**config.mk**
```make
export PLATFORM = sky130hd
export DESIGN_NAME = ccb_unit
export DESIGN_NICKNAME = d
export VERILOG_FILES = /design/src/rtl/ccb_pkg.sv /design/src/rtl/ccb_flag_reg.sv /design/src/rtl/ccb_cond_eval.sv /design/src/rtl/ccb_pc_sel.sv /design/src/rtl/ccb_unit.sv
export SDC_FILE = /design/constraint.sdc
export NUM_CORES = 1
export LEC_CHECK = 0
export ABC_AREA = 1
export BUFFER_PORTS_ARGS = -buffer_cell sky130_fd_sc_hd__buf_4
export CAP_MARGIN = 30
export CORE_MARGIN = 2
export CORE_UTILIZATION = 35
export DETAILED_ROUTE_END_ITERATION = 7
export PLACE_DENSITY = 0.8
export SYNTH_ARGS = -nofsm -noshare
export SYNTH_HDL_FRONTEND = slang
export SYNTH_SLANG_ARGS = --single-unit
```
**constraint.sdc**
```tcl
create_clock -name clk -period 2 [get_ports clk]
set_input_delay 0.1 -clock clk [delete_from_list [all_inputs] [get_ports clk]]
set_output_delay 0.1 -clock clk [all_outputs]
set_load 0.01 [all_outputs]
```
**src/rtl/ccb_pkg.sv**
```systemverilog
package ccb_pkg;

    typedef enum logic [3:0] {
        BC_ALWAYS = 4'd0,
        BC_LT     = 4'd1,
        BC_GE     = 4'd2,
        BC_EQ     = 4'd3,
        BC_NE     = 4'd4,
        BC_GT     = 4'd5,
        BC_LE     = 4'd6
    } br_code_e;

    typedef struct packed {
        logic neg;
        logic zero;
    } cc_flags_t;

    localparam cc_flags_t CC_CLEAR = '{neg: 1'b0, zero: 1'b0};

    function automatic logic cond_holds(input logic [3:0] code, input cc_flags_t f);
        logic r;
        case (code)
            BC_ALWAYS: r = 1'b1;
            BC_LT:     r = f.neg;
            BC_GE:     r = !f.neg;
            BC_EQ:     r = f.zero;
            BC_NE:     r = !f.zero;
            BC_GT:     r = !f.neg && !f.zero;
            BC_LE:     r = f.neg || f.zero;
            default:   r = 1'b0;
        endcase
        return r;
    endfunction

endpackage

```
**src/rtl/ccb_flag_reg.sv**
```systemverilog
module ccb_flag_reg
    import ccb_pkg::*;
#(
    parameter int DATA_W = 16
) (
    input  logic              clk,
    input  logic              rst,
    input  logic [DATA_W-1:0] result,
    input  logic              upd,
    output cc_flags_t         flags
);
    localparam int MSB = DATA_W - 1;

    cc_flags_t flags_q;
    cc_flags_t flags_d;

    always_comb begin
        flags_d      = flags_q;
        if (upd) begin
            flags_d.neg  = result[MSB];
            flags_d.zero = (result == '0);
        end
    end

    always_ff @(posedge clk) begin
        if (rst) flags_q <= CC_CLEAR;
        else     flags_q <= flags_d;
    end

    assign flags = flags_q;


    neg_cap_chk: assert property (@(posedge clk) disable iff (rst)
        upd |=> (flags_q.neg == $past(result[MSB])));


    zero_cap_chk: assert property (@(posedge clk) disable iff (rst)
        upd |=> (flags_q.zero == ($past(result) == '0)));


    hold_chk: assert property (@(posedge clk) disable iff (rst)
        !upd |=> $stable(flags_q));


    rst_clr_chk: assert property (@(posedge clk)
        rst |=> (flags_q == CC_CLEAR));

endmodule

```
**src/rtl/ccb_cond_eval.sv**
```systemverilog
module ccb_cond_eval
    import ccb_pkg::*;
(
    input  logic [3:0] code,
    input  logic       valid,
    input  cc_flags_t  flags,
    output logic       taken
);
    always_comb taken = valid && cond_holds(code, flags);
endmodule

```
**src/rtl/ccb_pc_sel.sv**
```systemverilog
module ccb_pc_sel #(
    parameter int ADDR_W  = 8,
    parameter int PC_STEP = 1
) (
    input  logic [ADDR_W-1:0] pc_cur,
    input  logic [ADDR_W-1:0] target,
    input  logic              taken,
    output logic [ADDR_W-1:0] pc_next
);
    localparam logic [ADDR_W-1:0] STEP = ADDR_W'(PC_STEP);

    logic [ADDR_W-1:0] pc_inc;

    always_comb begin
        pc_inc  = pc_cur + STEP;
        pc_next = taken ? target : pc_inc;
    end
endmodule

```
**src/rtl/ccb_unit.sv**
```systemverilog
module ccb_unit
    import ccb_pkg::*;
#(
    parameter int DATA_W = 16,
    parameter int ADDR_W = 8
) (
    input  logic              clk,
    input  logic              rst,
    input  logic [DATA_W-1:0] alu_result,
    input  logic              flag_upd,
    input  logic [3:0]        br_code,
    input  logic              br_valid,
    input  logic [ADDR_W-1:0] br_target,
    input  logic [ADDR_W-1:0] pc_cur,
    output logic [ADDR_W-1:0] pc_next,
    output logic              br_taken
);
    cc_flags_t flags;

    ccb_flag_reg #(.DATA_W(DATA_W)) u_flags (
        .clk(clk), .rst(rst), .result(alu_result), .upd(flag_upd), .flags(flags)
    );

    ccb_cond_eval u_cond (
        .code(br_code), .valid(br_valid), .flags(flags), .taken(br_taken)
    );

    ccb_pc_sel #(.ADDR_W(ADDR_W), .PC_STEP(1)) u_pcsel (
        .pc_cur(pc_cur), .target(br_target), .taken(br_taken), .pc_next(pc_next)
    );


    taken_valid_chk: assert property (@(posedge clk) disable iff (rst)
        br_taken |-> br_valid);


    taken_tgt_chk: assert property (@(posedge clk) disable iff (rst)
        br_taken |-> (pc_next == br_target));


    seq_pc_chk: assert property (@(posedge clk) disable iff (rst)
        !br_taken |-> (pc_next == ADDR_W'(pc_cur + 1'b1)));


    always_chk: assert property (@(posedge clk) disable iff (rst)
        (br_valid && br_code == 4'd0) |-> br_taken);


    unused_code_chk: assert property (@(posedge clk) disable iff (rst)
        (br_code > 4'd6) |-> !br_taken);

endmodule

```
==> results of run 1 <==
-- stage by stage --
stage                     setup slack (ns)  total power (uW)  utilization  std cells  cell area (sq um)
after floorplan                      0.899               113            -         88                478
after global placement               0.712               211        0.667        151                857
after detailed placement             0.685               215        0.667        151                857
after CTS                            0.439               310        0.685        154                880
after global routing                 0.309               331        0.685        154                880
final                                0.445               306        0.685        154                880
-- path summary, 6_finish.rpt --
path	cells after the start	start	end	slack [ns]
setup / recovery	6	u_flags.flags[0]	pc_next[3]	0.45
hold / removal	2	rst	u_flags.flags[0]	0.03
setup reg to reg	2	u_flags.flags[1]	u_flags.flags[1]	1.33
hold reg to reg	2	u_flags.flags[0]	u_flags.flags[0]	0.52
-- area by class of cell --
type                       count  area [sq um]  area share
tap                           15          18.8      0.0213
sequential                     2          40.0      0.0455
timing repair buffer          48           360       0.410
inverter                      11          41.3      0.0469
clock buffer                   3          22.5      0.0256
multi-input combinational     75           397       0.451
-- logic make-up after synthesis --
logic type                 after synthesis  share of synthesized area
DFF                                      2                     0.0838
xor gates and xnor gates                 4                     0.0733
and+or+nand+nor                         66                      0.665
adders and majority gates                1                     0.0262
buffers and inverters                   11                     0.0864
AOI/OAI and AO/OA                        4                     0.0654
-- power by group --
| group | leakage [uW] | internal (uW) | switching, uW | total, uW |
|---|---|---|---|---|
| combinational | 0.000469 | 95.1 | 75.4 | 171 |
| sequential | 0.0000164 | 41.6 | 1.61 | 43.2 |
| clock | 0.0000138 | 66.4 | 26.0 | 92.4 |
-- routing by layer --
layer,vias to the layer above,part of all wire,track usage
met5,-,0,0
met2,34,0.48,0.379
met3,4,0.088,0.0489
li1,390,-,-
met4,0,0.021,0.100
met1,313,0.41,0.233
-- placed cells by master (no fill, tap or decap), types with 3 or more instances in the layout --
master	Yosys	final
nand2_1	34	34
nor2_1	11	11
nand4_1	8	8
inv_1	10	10
xor2_1	3	3
buf_4	0	48
nand3_1	3	3
clkbuf_4	0	3
==> metrics.txt, run 1 <==
slowest cell on the critical path dfxtp_1; Fill cells 115; worst setup path class flip-flop to output pin; Top Family by Delay on Critical Path simple AND/OR/NAND/NOR gates; input/output buffers 48; Clock Latency Late Sink 0.23 ns; Syn Inst Count 88; DRT iter0 DRCs 6; hold_ws 0.0312 ns; Clock Skews 0 ns; clock-pin slew on the worst setup and hold paths 0.03 ns; Post-synth EDFFs 0; grt ovf 0; routed via count 741; hold crit path type input port to flip-flop; DR WL/cell 10.6 um; Fmax 643 MHz; Crit path top cell by count nand2_1; VDD IR max 0.235 mV; Antenna Cells 0; period utilization 0.777; worst path bufs/invs 1; synth top area cells nand2_1 27%, nand4_1 10%, nor2_1 8.6%; DR vias/cell 4.81; Worst Tran Pin Value 0.273 ns; Setup-failing EPs final 0; cts repair resizes 0; Antenna Nets Post-Route 0; Die W 41.0 um; Syn Nets 129; largest net degree at the start of global routing 10; dpl hpwl 1420 um; Fin Setup TNS 0 ns; Leak 0.000500 uW; required time worst endpoint 1.90 ns; Remaining DRCs 0; Worst slew margin 0.817; first-pass GRT wire length 2260 um; DRT Pass-1 Iters 4; vias in the first global route 607; #FFs+latches synth 2; share of cells above drive strength 1 0.424; cts bufs inserted 3; H-tree depth 1; crit-path max FO 9; initial antenna violation count 0; Synth top area share 0.267; Worst setup SP type flip-flop; Die ar. 0.00168 sq mm; RSZ-0062 raised after global routing false; Ys Warns 0; Die H 41.0 um; core area 0.00128 sq mm; CTS tree done; final RePlAce weighted congestion 0.763; Final Max Tran Viols 0; Critical Path AT 1.45 ns; synthesized cell area 478 sq um; syn_area_per_cell 5.43 sq um; Unique masters post-synth 20; endpoints failing hold 0; critical path cell sequence o21ai_0, nand3_2, nand3_4, nand2_1, nand2_1, buf_4; FP Rows 13; area leader, netlist nand2_1; IO Pins 49; Commonest cells post-synth 34 x nand2_1, 11 x nor2_1, 10 x inv_1; count leader, synth nand2_1; Sink Count 2; Seq/Total Area, Yosys 0.0838; clk buf depth 2; pwr dens 348 mW/mm^2; Initial Utilization 0.372; area grow syn2layout 84.0%; Largest register FFs 2; root buf cell clkbuf_4; FFs w/ async S/R, synth 0; WL final 1630 um; fin crit period 1.55 ns; Post-synth top flop dfxtp_1; Max Cap Viol 0; CP max stage delay 0.33 ns; CTS Hold Bufs 0; setup bufs post-CTS 0; Overall Global Routing Usage 0.213; CP endpoint kind output pin; nets 182; status complete, no violations
(Power assumes the default switching activity.)
==> run 2: changes to the inputs <==
Settings changed: CORE_UTILIZATION 35 to 31, PLACE_DENSITY 0.8 to 0.75.
Clock period 2 ns to 1.3 ns, I/O delays scaled along.
==> run 2 against run 1 <==
The flow now finishes with violations (negative setup slack). Total power is 65% higher. Die area is 12% higher. Sequential power rose by 59%. Wire length up 15%. Clock-buffer cell count unchanged. Via count is 4.7% higher. Flip-flop and latch count is the same. Final cell count is 5.8% higher. Worst hold slack better by 0.073 ns. Critical path type unchanged. Largest cell class unchanged. Largest power group unchanged.
==> metrics.txt, run 2 (synthesized netlist as in run 1, its figures left out) <==
status finished, violations left; failing checks negative setup slack; Sw Ratio 0.338 (+0.00114); Die ar. 0.00187 sq mm (+12%); root buf cell clkbuf_4; H-tree depth 1 (unchanged); Remaining DRCs 0 (unchanged); final core area utilization 0.664 (-0.0204); Worst setup SP type flip-flop; VDD IR max 0.472 mV (+100%); clk buf depth 2 (unchanged); input/output buffers 48 (unchanged); r2r startpoint u_flags.flags[1]; largest net degree at the start of global routing 6 (-4); Worst Tran Pin Value 0.285 ns (+0.0113 ns); CTS tree done; DRT iter0 DRCs 19 (+13); Final Max Tran Viols 0 (unchanged); Pint 335 uW (+65%); IO Pins 49 (unchanged); dpl ws 0.0415 ns (-0.643 ns); Worst Reg2Reg Path Length in Cells 2 (unchanged); first-pass GRT wire length 3150 um (+39%); Crit. Startpoint u_flags.flags[1]; clock-pin slew on the worst setup and hold paths 0.03 ns (about the same); worst setup path class flip-flop to output pin; Worst slew margin 0.810 (-0.00779); grt ovf 0 (unchanged); sequential power share 0.136 (-0.005); Antenna Cells 0 (unchanged); clock share of power 0.269 (-0.033); WL final 1870 um (+15%); Setup-failing EPs final 9 (+9); Overall Global Routing Usage 0.218 (+0.00504); fin crit period 1.45 ns; nets 190 (+4.4%); Max Cap Viol 0 (unchanged); vias in the first global route 771 (+27%); Die H 43.3 um (+5.6%); commonest non-fill, non-tap cell in the layout buf_4; share of cells above drive strength 1 0.483 (+0.0585); hold crit path type input port to flip-flop; Leak 0.000538 uW (+7.8%); Gate power share 0.595 (+0.038); Critical Path AT 1.38 ns (-0.07 ns); DRT Pass-1 Iters 4 (unchanged); routed via count 776 (+4.7%); Die W 43.3 um (+5.6%); period utilization 1.11; most frequent cells in the layout 50 x buf_4, 32 x nand2_1, 11 x nor2_1, 10 x inv_1, 8 x nand4_1; Largest register FFs 2 (unchanged); final RePlAce weighted congestion 0.859 (+13%); cts bufs inserted 3 (unchanged); dpl hpwl 1330 um (-6.6%); DR WL/cell 11.5 um (+8.5%); Initial Utilization 0.325 (-0.0471); pwr dens 517 mW/mm^2 (+48%); crit-path max FO 5 (-4); Sink Count 2 (unchanged); core area 0.00147 sq mm (+15%); Fmax 691 MHz; FP Rows 14 (+1); CP endpoint kind output pin; endpoints failing hold 0 (unchanged); Switch Pwr 170 uW (+66%); initial antenna violation count 0 (unchanged); Critical R2R Capture u_flags.flags[1]; Setup WS post-layout -0.146 ns (-0.592 ns); setup slack, reg-to-reg 0.60 ns (-0.73 ns); required time worst endpoint 1.24 ns (-0.66 ns); RSZ-0062 raised after global routing true; Clock Skews 0 ns (unchanged); area grow syn2layout 104%; Fin Setup TNS -1.13 ns (-1.13 ns); Clock Latency Late Sink 0.22 ns (about the same); Antenna Nets Post-Route 0 (unchanged); Critical Path Sink pc_next[4]; DR vias/cell 4.76 (-1.1%)
-- run 2: cell types whose count changed in the layout (fill, tap and decap cells not counted), moves of 2 or more --
cell	delta
nand2_1	-2
dfxtp_1	-2
buf_4	+2
nand2_2	+2
buf_6	+3
dfxtp_2	+2
-- run 2: per-layer routing --
layer	GRT usage	vias up	share of wire
li1	-	411	-
met1	0.245	342	0.40
met2	0.391	21	0.54
met3	0.0553	2	0.055
met4	0.0727	0	0.012
met5	0	-	0
-- run 2: how the worst min path moves through the flow --
stage,slack (ns),end,depth (start not counted),from
after global placement,0.24,u_flags.flags[0],2,rst
after global routing,0.13,u_flags.flags[0],4,alu_result[14]
after detailed placement,0.24,u_flags.flags[0],2,rst
after CTS,0.1,u_flags.flags[0],4,flag_upd
final,0.10,u_flags.flags[0],4,flag_upd
after floorplan,0.13,u_flags.flags[0],1,rst
-- run 2: what timing repair did --
item / in CTS / in global routing
endpoints found under the hold margin: 1 / 0
resized for setup: 7 / 4
buffers inserted: 4 / 1
setup endpoints to repair: 9 / 9
cloned: 2 / 0
pin swaps: 4 / 4
hold buffers: 1 / 0
-- run 2: per-stage QoR --
step | total power [uW] | hold slack [ns] | area [sq um] | cells
final | 505 | 0.104 | 977 | 163
after global routing | 542 | 0.132 | 977 | 163
after CTS | 497 | 0.0970 | 951 | 162
after detailed placement | 328 | 0.236 | 858 | 152
after global placement | 325 | 0.236 | 858 | 152
after floorplan | 174 | 0.134 | 478 | 88
-- run 2: layout make-up --
| class | instances | area, sq um |
|---|---|---|
| tap | 16 | 20.0 |
| sequential | 2 | 42.5 |
| fill | 144 | 494 |
| timing repair buffer | 54 | 419 |
| inverter | 11 | 41.3 |
| multi-input combinational | 77 | 432 |
| clock buffer | 3 | 22.5 |
-- run 2: power groups by stage --
stage / registers (uW) / logic [uW] / clock network, uW
finish: 68.8 / 300 / 136
global placement: 66.9 / 258 / 0
detailed placement: 67.5 / 261 / 0
global route: 69.3 / 330 / 144
floorplan: 66.7 / 107 / 0
CTS: 67.7 / 287 / 143
-- run 2: worst max-delay path, cell delays in order, from the launching register on --
cell	delay, ns
dfxtp_2	0.35
nand2_2	0.07
nand2_2	0.07
a21oi_4	0.25
buf_6	0.15
nand4_1	0.08
nand2_1	0.08
buf_4	0.12
==> run 3: changes to the inputs <==
Settings changed: ABC_AREA 1 to 0, CORE_UTILIZATION 31 to 27, PLACE_DENSITY 0.75 to 0.73.
==> run 3 against run 2 <==
The run still ends with negative setup slack left. Clock power about the same. Non-clock buffer count fell by 3. Final area is 10% lower. Highest routed layer unchanged. Combinational power is 8.0% lower. Largest cell class is now buffers. Via count down 31%.
==> metrics.txt, run 3 <==
status finished, violations left; failing checks negative setup slack; Die ar. 0.00171 sq mm (-8.4%); Worst setup SP type flip-flop; dpl hpwl 1060 um (-20%); commonest non-fill, non-tap cell in the layout buf_4; M2 GR Usage 0.331 (-0.0598); H-tree depth 1 (unchanged); dpl cells 106 (-30%); grt ovf 0 (unchanged); Fmax 535 MHz (-23%); dpl ws -0.346 ns (-0.387 ns); largest net degree at the start of global routing 6 (unchanged); hold crit path type input port to flip-flop; GR peak layer met2; Max Cap Viol 0 (unchanged); syn_area_per_cell 9.22 sq um (+70%); Antenna Nets Post-Route 0 (unchanged); area grow syn2layout 131%; Worst slew margin 0.809 (-0.00102); first-pass GRT wire length 2340 um (-26%); WL final 1400 um (-25%); DR vias/cell 4.82 (+1.2%); Synth top area share 0.209 (-0.0584); CP max stage delay 0.33 ns (-0.02 ns); Finished Layout Cells 111 (-32%); final core area utilization 0.672 (+0.00800); crit-path max FO 5 (unchanged); synth top area cells mux2_2 21%, xnor2_1 12%, dfxtp_1 11%; Die H 41.4 um (-4.3%); CTS tree done; Clock Skews 0 ns (unchanged); Unique masters post-synth 17 (-15%); DRT iter0 DRCs 4 (-15); clock-pin slew on the worst setup and hold paths 0.03 ns (about the same); vias in the first global route 563 (-27%); final RePlAce weighted congestion 0.722 (-16%); Largest register FFs 2 (unchanged); VDD IR max 0.392 mV (-17%); FP Rows 13 (-1); Syn Inst Count 41 (-53%); met1 Use GR 0.180 (-0.0647); endpoints failing hold 0 (unchanged); Overall Global Routing Usage 0.174 (-0.0443); Syn Nets 82 (-36%); area leader, netlist mux2_2; Fin Setup TNS -4.66 ns (-3.53 ns); fin crit period 1.87 ns (+0.422 ns); cts bufs inserted 3 (unchanged); share of cells above drive strength 1 0.677 (+0.194); DRT Pass-1 Iters 2 (-2); Ys Warns 0 (unchanged); pwr dens 546 mW/mm^2 (+5.6%); IO Pins 49 (unchanged); Initial Utilization 0.290 (-0.0344); core area 0.00130 sq mm (-12%); Fill cells 112 (-22%); clk buf depth 2 (unchanged); Commonest cells post-synth 7 x mux2_2, 5 x nand3_1, 5 x xnor2_1; Antenna Cells 0 (unchanged); Setup WS post-layout -0.568 ns (-0.422 ns); Seq/Total Area, Yosys 0.106 (+0.0222); Sink Count 2 (unchanged); worst setup path class flip-flop to output pin; #FFs+latches synth 2 (unchanged); Worst Tran Pin Value 0.286 ns (+0.00173 ns); Post-synth top flop dfxtp_1; critical path cell sequence mux2_4, a211o_1, nand4b_4, mux2_4, buf_6; Setup-failing EPs final 9 (unchanged); CP endpoint kind output pin; initial antenna violation count 0 (unchanged); required time worst endpoint 1.24 ns (about the same); period utilization 1.44 (+0.325); Critical Path AT 1.80 ns (+0.42 ns); DR WL/cell 12.6 um (+9.5%); root buf cell clkbuf_4; Post-synth EDFFs 0 (unchanged); routed via count 535 (-31%); RSZ-0062 raised after global routing true; Remaining DRCs 0 (unchanged); input/output buffers 48 (unchanged); most frequent cells in the layout 45 x buf_4, 8 x mux2_4, 5 x nand3_1, 5 x xnor2_1, 5 x buf_6; Crit path top cell by count mux2_4; synthesized cell area 378 sq um (-21%); Leak 0.000471 uW (-13%); met3 Usage GRT 0.0174 (-0.0379); Die W 41.4 um (-4.3%); count leader, synth mux2_2; slowest cell on the critical path a211o_1; Clock Latency Late Sink 0.22 ns (about the same); FFs w/ async S/R, synth 0 (unchanged); Final Max Tran Viols 0 (unchanged); nets 139 (-27%)
[run 3: cell types whose count changed after synthesis, sizes merged, moves of 2 or more]
cell / delta
a21oi: -3
and3: +2
inv: -9
mux2: +8
mux2i: +4
nand2: -36
nand4: -8
nor2: -9
nor4: +4
xnor2: +4
xor2: -2
[run 3: logic make-up (layout without fill, tap and decap cells)]
group,Yosys count,in the layout,synth area share
compound gates,2,2,0.0563
xor+xnor,6,6,0.139
flops,2,2,0.106
buf+inv,2,56,0.0199
simple gates,16,17,0.291
mux,12,12,0.354
fa+ha+maj,1,1,0.0331
[run 3: cell type report]
| cell class | count | area [sq um] | share of cell area |
|---|---|---|---|
| timing repair buffer | 51 | 404 | 0.462 |
| multi-input combinational | 38 | 380 | 0.435 |
| sequential | 2 | 41.3 | 0.0472 |
| clock buffer | 3 | 22.5 | 0.0258 |
| tap | 15 | 18.8 | 0.0215 |
| inverter | 2 | 7.51 | 0.00858 |
[run 3: stage by stage]
| step | power, uW | instance area (sq um) | hold slack (ns) |
|---|---|---|---|
| finish | 477 | 875 | 0.117 |
| global route | 511 | 875 | 0.127 |
| CTS | 481 | 866 | 0.0867 |
| detailed placement | 318 | 800 | 0.229 |
| global placement | 315 | 800 | 0.230 |
| floorplan | 169 | 405 | 0.130 |
[run 3: what timing repair did]
| action | 4_1_cts | 5_1_grt |
|---|---|---|
| setup endpoints to repair | 9 | 9 |
| hold buffers | 1 | 0 |
| endpoints found under the hold margin | 1 | 0 |
| gates cloned | 1 | 0 |
| gates resized for setup | 5 | 1 |
| buffers inserted | 0 | 0 |
| pin swaps | 1 | 1 |
[run 3: worst max-delay path: cells and delay by family, from the launching register on]
kind,cells,cell delay (ns)
AOI/OAI and AO/OA,1,0.33
buffers and inverters,1,0.12
DFF,1,0.32
and+or+nand+nor,1,0.18
muxes,2,0.63
[run 3: final timing paths]
kind,startpoint,to,slack (ns),cells after the start
max,u_flags.flags[1],pc_next[5],-0.57,5
min reg2reg,u_flags.flags[1],u_flags.flags[1],0.62,3
min,flag_upd,u_flags.flags[0],0.12,3
max reg2reg,u_flags.flags[1],u_flags.flags[1],0.53,3
[run 3: power by group]
| part | switching (uW) | internal [uW] |
|---|---|---|
| sequential | 1.30 | 64.1 |
| clock | 34.6 | 102 |
| combinational | 91.4 | 184 |
| total | 127 | 350 |
[run 3: metal layers]
layer,share of wire,vias up
li1,-,277
met3,0.032,2
met1,0.36,243
met5,0,-
met4,0.014,0
met2,0.60,13
